File: src/rtl/gpio_bank_pkg.sv
package gpio_bank_pkg;
    // Word indices of the register file (byte offset = index * 4)
    localparam int unsigned IDX_OUT    = 0;
    localparam int unsigned IDX_DIR    = 1;
    localparam int unsigned IDX_BLINK  = 2;
    localparam int unsigned IDX_INV    = 3;
    localparam int unsigned IDX_DIN    = 4;
    localparam int unsigned IDX_ECAUSE = 5;
    localparam int unsigned IDX_EMASK  = 6;
    localparam int unsigned IDX_LMASK  = 7;
    localparam int unsigned NUM_REGS   = 8;
endpackage

File: src/rtl/gpio_sync.sv
module gpio_sync #(
    parameter int unsigned WIDTH = 32
) (
    input  logic             clk,
    input  logic             rst_n,
    input  logic [WIDTH-1:0] async_in,
    output logic [WIDTH-1:0] sync_out
);
    logic [WIDTH-1:0] meta_q;
    logic [WIDTH-1:0] stable_q;

    always_ff @(posedge clk or negedge rst_n) begin
        if (!rst_n) begin
            meta_q   <= '0;
            stable_q <= '0;
        end else begin
            meta_q   <= async_in;
            stable_q <= meta_q;
        end
    end

    assign sync_out = stable_q;
endmodule

File: src/rtl/gpio_regs.sv
module gpio_regs
    import gpio_bank_pkg::*;
#(
    parameter int unsigned WIDTH  = 32,
    parameter int unsigned ADDR_W = 4
) (
    input  logic              clk,
    input  logic              rst_n,
    input  logic              wr_en,
    input  logic              rd_en,
    input  logic [ADDR_W-1:0] addr,
    input  logic [WIDTH-1:0]  wdata,
    input  logic [WIDTH-1:0]  din_val,
    input  logic [WIDTH-1:0]  ecause_val,
    output logic [WIDTH-1:0]  out_val,
    output logic [WIDTH-1:0]  dir_val,
    output logic [WIDTH-1:0]  inv_val,
    output logic [WIDTH-1:0]  emask_val,
    output logic [WIDTH-1:0]  lmask_val,
    output logic              ecause_wr,
    output logic [WIDTH-1:0]  rdata
);
    typedef struct packed {
        logic [WIDTH-1:0] outv;
        logic [WIDTH-1:0] dir;
        logic [WIDTH-1:0] blink;
        logic [WIDTH-1:0] inv;
        logic [WIDTH-1:0] emask;
        logic [WIDTH-1:0] lmask;
        logic [WIDTH-1:0] rdata;
    } regs_t;

    regs_t st_d, st_q;
    logic [WIDTH-1:0] rd_mux;

    always_comb begin
        st_d      = st_q;
        ecause_wr = 1'b0;
        rd_mux    = '0;
        unique case (addr)
            ADDR_W'(IDX_OUT):    rd_mux = st_q.outv;
            ADDR_W'(IDX_DIR):    rd_mux = st_q.dir;
            ADDR_W'(IDX_BLINK):  rd_mux = st_q.blink;
            ADDR_W'(IDX_INV):    rd_mux = st_q.inv;
            ADDR_W'(IDX_DIN):    rd_mux = din_val;
            ADDR_W'(IDX_ECAUSE): rd_mux = ecause_val;
            ADDR_W'(IDX_EMASK):  rd_mux = st_q.emask;
            ADDR_W'(IDX_LMASK):  rd_mux = st_q.lmask;
            default:             rd_mux = '0;
        endcase
        if (wr_en) begin
            unique case (addr)
                ADDR_W'(IDX_OUT):    st_d.outv  = wdata;
                ADDR_W'(IDX_DIR):    st_d.dir   = wdata;
                ADDR_W'(IDX_BLINK):  st_d.blink = wdata;
                ADDR_W'(IDX_INV):    st_d.inv   = wdata;
                ADDR_W'(IDX_ECAUSE): ecause_wr  = 1'b1;
                ADDR_W'(IDX_EMASK):  st_d.emask = wdata;
                ADDR_W'(IDX_LMASK):  st_d.lmask = wdata;
                default: ;
            endcase
        end
        if (rd_en) begin
            st_d.rdata = rd_mux;
        end
    end

    always_ff @(posedge clk or negedge rst_n) begin
        if (!rst_n) begin
            st_q       <= '0;
            st_q.dir   <= '1;
        end else begin
            st_q <= st_d;
        end
    end

    assign out_val   = st_q.outv;
    assign dir_val   = st_q.dir;
    assign inv_val   = st_q.inv;
    assign emask_val = st_q.emask;
    assign lmask_val = st_q.lmask;
    assign rdata     = st_q.rdata;
endmodule

File: src/rtl/gpio_irq_sense.sv
module gpio_irq_sense #(
    parameter int unsigned WIDTH = 32,
    parameter int unsigned GROUP = 8
) (
    input  logic                     clk,
    input  logic                     rst_n,
    input  logic [WIDTH-1:0]         sync_val,
    input  logic [WIDTH-1:0]         inv_val,
    input  logic [WIDTH-1:0]         emask_val,
    input  logic [WIDTH-1:0]         lmask_val,
    input  logic                     clr_en,
    input  logic [WIDTH-1:0]         clr_bits,
    output logic [WIDTH-1:0]         din_val,
    output logic [WIDTH-1:0]         ecause_val,
    output logic [WIDTH-1:0]         rise,
    output logic [WIDTH/GROUP-1:0]   irq
);
    localparam int unsigned NGRP = WIDTH / GROUP;

    typedef struct packed {
        logic [WIDTH-1:0] prev;
        logic [WIDTH-1:0] cause;
    } sense_t;

    sense_t st_d, st_q;
    logic [WIDTH-1:0] keep;
    logic [WIDTH-1:0] pending;

    assign din_val = sync_val ^ inv_val;

    always_comb begin
        rise       = din_val & ~st_q.prev;
        keep       = clr_en ? clr_bits : '1;
        st_d.prev  = din_val;
        // a fresh edge overrides a clearing write
        st_d.cause = (st_q.cause & keep) | rise;
    end

    always_ff @(posedge clk or negedge rst_n) begin
        if (!rst_n) begin
            st_q <= '0;
        end else begin
            st_q <= st_d;
        end
    end

    assign ecause_val = st_q.cause;
    assign pending    = (din_val & lmask_val) | (st_q.cause & emask_val);

    for (genvar g = 0; g < NGRP; g++) begin : g_grp
        assign irq[g] = |pending[g*GROUP +: GROUP];
    end
endmodule

File: src/rtl/gpio_irq_bank.sv
module gpio_irq_bank #(
    parameter int unsigned WIDTH  = 32,
    parameter int unsigned GROUP  = 8,
    parameter int unsigned ADDR_W = 4
) (
    input  logic                   clk,
    input  logic                   rst_n,
    input  logic                   wr_en,
    input  logic                   rd_en,
    input  logic [ADDR_W-1:0]      addr,
    input  logic [WIDTH-1:0]       wdata,
    output logic [WIDTH-1:0]       rdata,
    input  logic [WIDTH-1:0]       pin_in,
    output logic [WIDTH-1:0]       pin_out,
    output logic [WIDTH-1:0]       pin_oe,
    output logic [WIDTH/GROUP-1:0] irq_grp
);
    logic [WIDTH-1:0] sync_w;
    logic [WIDTH-1:0] din_w;
    logic [WIDTH-1:0] ecause_w;
    logic [WIDTH-1:0] rise_w;
    logic [WIDTH-1:0] out_w;
    logic [WIDTH-1:0] dir_w;
    logic [WIDTH-1:0] inv_w;
    logic [WIDTH-1:0] emask_w;
    logic [WIDTH-1:0] lmask_w;
    logic             ecause_wr_w;

    gpio_sync #(.WIDTH(WIDTH)) u_sync (
        .clk      (clk),
        .rst_n    (rst_n),
        .async_in (pin_in),
        .sync_out (sync_w)
    );

    gpio_regs #(.WIDTH(WIDTH), .ADDR_W(ADDR_W)) u_regs (
        .clk        (clk),
        .rst_n      (rst_n),
        .wr_en      (wr_en),
        .rd_en      (rd_en),
        .addr       (addr),
        .wdata      (wdata),
        .din_val    (din_w),
        .ecause_val (ecause_w),
        .out_val    (out_w),
        .dir_val    (dir_w),
        .inv_val    (inv_w),
        .emask_val  (emask_w),
        .lmask_val  (lmask_w),
        .ecause_wr  (ecause_wr_w),
        .rdata      (rdata)
    );

    gpio_irq_sense #(.WIDTH(WIDTH), .GROUP(GROUP)) u_sense (
        .clk        (clk),
        .rst_n      (rst_n),
        .sync_val   (sync_w),
        .inv_val    (inv_w),
        .emask_val  (emask_w),
        .lmask_val  (lmask_w),
        .clr_en     (ecause_wr_w),
        .clr_bits   (wdata),
        .din_val    (din_w),
        .ecause_val (ecause_w),
        .rise       (rise_w),
        .irq        (irq_grp)
    );

    assign pin_out = out_w;
    assign pin_oe  = ~dir_w;
endmodule

File: config.mk
export PLATFORM = sky130hd
export DESIGN_NAME = gpio_irq_bank
export DESIGN_NICKNAME = d
export VERILOG_FILES = /design/src/rtl/gpio_bank_pkg.sv /design/src/rtl/gpio_sync.sv /design/src/rtl/gpio_regs.sv /design/src/rtl/gpio_irq_sense.sv /design/src/rtl/gpio_irq_bank.sv
export SDC_FILE = /design/constraint.sdc
export NUM_CORES = 1
export LEC_CHECK = 0
export BUFFER_PORTS_ARGS = -buffer_cell sky130_fd_sc_hd__buf_4
export CAP_MARGIN = 20
export CORE_MARGIN = 3
export CORE_UTILIZATION = 50
export CTS_CLUSTER_DIAMETER = 30
export DETAILED_ROUTE_END_ITERATION = 16
export PLACE_DENSITY_LB_ADDON = 0.25
export SYNTH_ARGS = -nofsm -noshare
export SYNTH_HDL_FRONTEND = slang
export SYNTH_SLANG_ARGS = --single-unit
File: constraint.sdc
create_clock -name clk -period 1.9 [get_ports clk]
set_input_delay 0.095 -clock clk [delete_from_list [all_inputs] [get_ports clk]]
set_output_delay 0.095 -clock clk [all_outputs]
set_load 0.005 [all_outputs]
==> flow_metrics.env <==
export IMPL_grt_overflow_total=0
export IMPL_final_common_cell="dfrtp_1"
export IMPL_cts_max_path_buffers=3
export IMPL_crit_buf_inv=1
export IMPL_setup_viol=4
export IMPL_whs_endpoint="u_regs.rdata[1]"
export IMPL_dp_hpwl_mm=24.0
export IMPL_synth_warnings=0
export IMPL_drv_cap=0
export IMPL_clkTransAtPathRegs_ns=0.05
export IMPL_root_buffer="clkbuf_16"
export IMPL_post_route_drc_count=0
export IMPL_route_vias_total=10211
export IMPL_design_area_sq_um=19600
export IMPL_grt_max_degree=75
export IMPL_worst_path_largest_cell_delay_ns=0.41
export IMPL_holdPathStages=3
export IMPL_synth_nets=1154
export IMPL_slew_headroom_pct=65.9
export IMPL_grt_setup_unrepaired="yes"
export IMPL_final_core_util_pct=69.3
export IMPL_max_freq_mhz=496
export IMPL_cp_slowest_cell="dfrtp_1"
export IMPL_p_sw_uw=6650
export IMPL_via_per_inst=5.80
export IMPL_required_ns=1.80
export IMPL_fin_skew_ns=0.0169
export IMPL_r2r_start="u_regs.inv_val[22]"
export IMPL_timing_final_ws_setup_ns=-0.116
export IMPL_rrSetupSlack_ns=0.41
export IMPL_ys_ff_latch=352
export IMPL_wl_mm=39.5
export IMPL_antenna_found_initial=0
export IMPL_htreeDepth=3
export IMPL_period_share_pct=106
export IMPL_fillers=1951
export IMPL_io_pins=172
export IMPL_final_cell_mix="dfrtp_1 (320), buf_4 (215), mux2_2 (162)"
export IMPL_syn_mean_instance_area_sq_um=13.5
export IMPL_grt_pass1_wl_mm=61.6
export IMPL_power_internal_uw=19800
export IMPL_p_per_area_nw_per_um2=1350
export IMPL_criticalPathCategory="flop to primary output"
export IMPL_drt_iter0_markers=707
export IMPL_p_seq_share_pct=37.9
export IMPL_clkLatencyLatePin_ns=0.55
export IMPL_path_max_fanout=4
export IMPL_setup_tns_ns=-0.407
export IMPL_die_area_sq_um=31200
export IMPL_setup_worst_path_start_class="flop"
export IMPL_nNetsFinal=1397
export IMPL_worst_pin_slew_ns=0.510
export IMPL_num_antenna_cells=0
export IMPL_ys_seq_area_share_pct=60.8
export IMPL_cts_tree="built"
export IMPL_hold_start="addr[2]"
export IMPL_status="finished, violations left"
export IMPL_critPathTopFamily="compound AO/OA/AOI/OAI gates"
export IMPL_wl_per_cell_microns=22.4
export IMPL_maxSlewViolCount=0
export IMPL_crit_path_cell_trace="xor2_2, a22o_1, a221oi_2, nand3_1, buf_4"
export IMPL_syn_inst=1082
export IMPL_violations="setup timing"
export IMPL_sw_frac_of_total_pct=25.2
export IMPL_placedCellCount=1547
export IMPL_fin_crit_ns=2.02
export IMPL_min_path_type="primary input to flop"
export IMPL_cts_sinks=352
export IMPL_vdd_drop_max_uv=842
export IMPL_reg2reg_depth=6
export IMPL_cellLeakagePower_uw=0.00883
export IMPL_post_synth_num_cell_types=33
export IMPL_synthFlopType="dfrtp_1"
export IMPL_synth_area_sq_um=14600
export IMPL_area_growth_syn_to_layout_pct=34.4
export IMPL_io_buffers=171
export IMPL_gp_congestion=0.839
export IMPL_rows=61
export IMPL_pwr_share_comb_pct=13.2
export IMPL_synth_edf_count=0
export IMPL_hold_viol=0
export IMPL_placed_area_sq_um=16100
export IMPL_cp_end_kind="primary output"
export IMPL_die_w_microns=177
export IMPL_drive_above_1_share_pct=42.1
export IMPL_cts_buffers=70
export IMPL_dieHeight_microns=177
export IMPL_r2r_end="u_regs.rdata[22]"
export IMPL_grtUsageTotal_pct=25.5
export IMPL_synth_async_sr_flop_share_pct=100
export IMPL_ant_nets=0
export IMPL_drtPass1Iterations=5
export IMPL_initial_core_util_pct=51.6
export IMPL_core_area_sq_um=28200
export IMPL_grt_pass1_vias=10718
export IMPL_arrival_ns=1.92
export IMPL_stdcell_count=1760
export IMPL_clock_power_share_pct=48.9
==> routing by layer <==
metal / wire [microns] / part of all wire (%) / vias up / track usage [%]
met1: 17100 / 43 / 5289 / 35.4
met4: 1210 / 3.1 / 0 / 9.30
met5: 0 / 0 / - / 0
met3: 2210 / 5.6 / 100 / 3.95
met2: 18900 / 48 / 399 / 41.3
li1: - / - / 4423 / -
==> cells in the mapped netlist, drive strengths merged, types with 7 or more instances <==
| cell | count | area [sq um] |
|---|---|---|
| clkbuf | 25 | 93.8 |
| a22oi | 132 | 991 |
| dfstp | 32 | 841 |
| buf | 98 | 658 |
| a221oi | 12 | 105 |
| dfrtp | 320 | 8010 |
| xor2 | 32 | 280 |
| nand2 | 7 | 28.8 |
| o21ai | 65 | 325 |
| inv | 65 | 244 |
| mux2 | 192 | 2160 |
| nand4 | 31 | 194 |
| a22o | 43 | 377 |
==> how the worst max path moves through the flow <==
stage,start,to,cells past startpoint
3_5_place_dp,addr[3],u_regs.rdata[3],6
2_1_floorplan,addr[3],u_regs.lmask_val[10],6
4_1_cts,u_sync.sync_out[13],irq_grp[1],5
6_report,u_regs.inv_val[13],irq_grp[1],5
5_1_grt,u_regs.inv_val[22],irq_grp[2],5
3_3_place_gp,addr[3],u_regs.rdata[3],6
==> final cells by class <==
type	count	area [sq um]	share of cell area, %
Clock buffer	87	1980	10.1
Clock inverter	42	553	2.83
Inverter	65	244	1.25
Multi-Input combinational cell	542	4930	25.2
Sequential cell	352	8850	45.2
Tap cell	378	473	2.42
Timing Repair Buffer	294	2530	12.9
==> registers in the layout, indices dropped and copies added, names as in the netlist <==
register / flops
u_regs.dir_val: 32
u_regs.emask_val: 32
u_regs.inv_val: 32
u_regs.lmask_val: 32
u_regs.out_val: 32
u_regs.rdata: 32
u_regs.st_q: 32
u_sense.ecause_val: 32
u_sense.st_q: 32
u_sync.meta_q: 32
u_sync.sync_out: 32
==> power by group through the flow <==
stage | logic, uW | clock network [uW] | registers [uW]
6_report | 3490 | 12900 | 10000
5_1_grt | 3820 | 13500 | 10200
4_1_cts | 3470 | 13100 | 9970
3_5_place_dp | 3120 | 0 | 10000
3_3_place_gp | 3030 | 0 | 9990
2_1_floorplan | 2050 | 0 | 9670
==> cell families after synthesis <==
logic type	synth area share [%]
AND/OR/NAND/NOR	2.99
flip-flops	60.8
buffers and inverters	6.84
XOR/XNOR	1.93
AO/OA/AOI/OAI	12.6
multiplexers	14.9
==> worst reg2reg max path: stages, from the launching register on <==
cell     delay, ns
dfrtp_1       0.42
xor2_2        0.21
buf_4         0.14
buf_4         0.14
a22oi_1       0.16
nand4_1       0.09
a22o_1        0.21
==> metrics by stage <==
step / setup slack [ns] / total power, uW / hold slack, ns
floorplan: 0.425 / 11700 / -0.201
global placement: 0.276 / 13000 / 0.0319
detailed placement: 0.236 / 13200 / 0.0273
CTS: -0.120 / 26500 / 0.0428
global route: -0.181 / 27400 / 0.0703
finish: -0.116 / 26400 / 0.0521
==> timing repair <==
item                       CTS  global route
pin swaps                   20             6
setup endpoints to repair    4             4
buffers inserted            14             4
resized for setup           19             2
hold endpoints to repair   583             0
hold buffers                66             0
(Power assumes the default switching activity.)
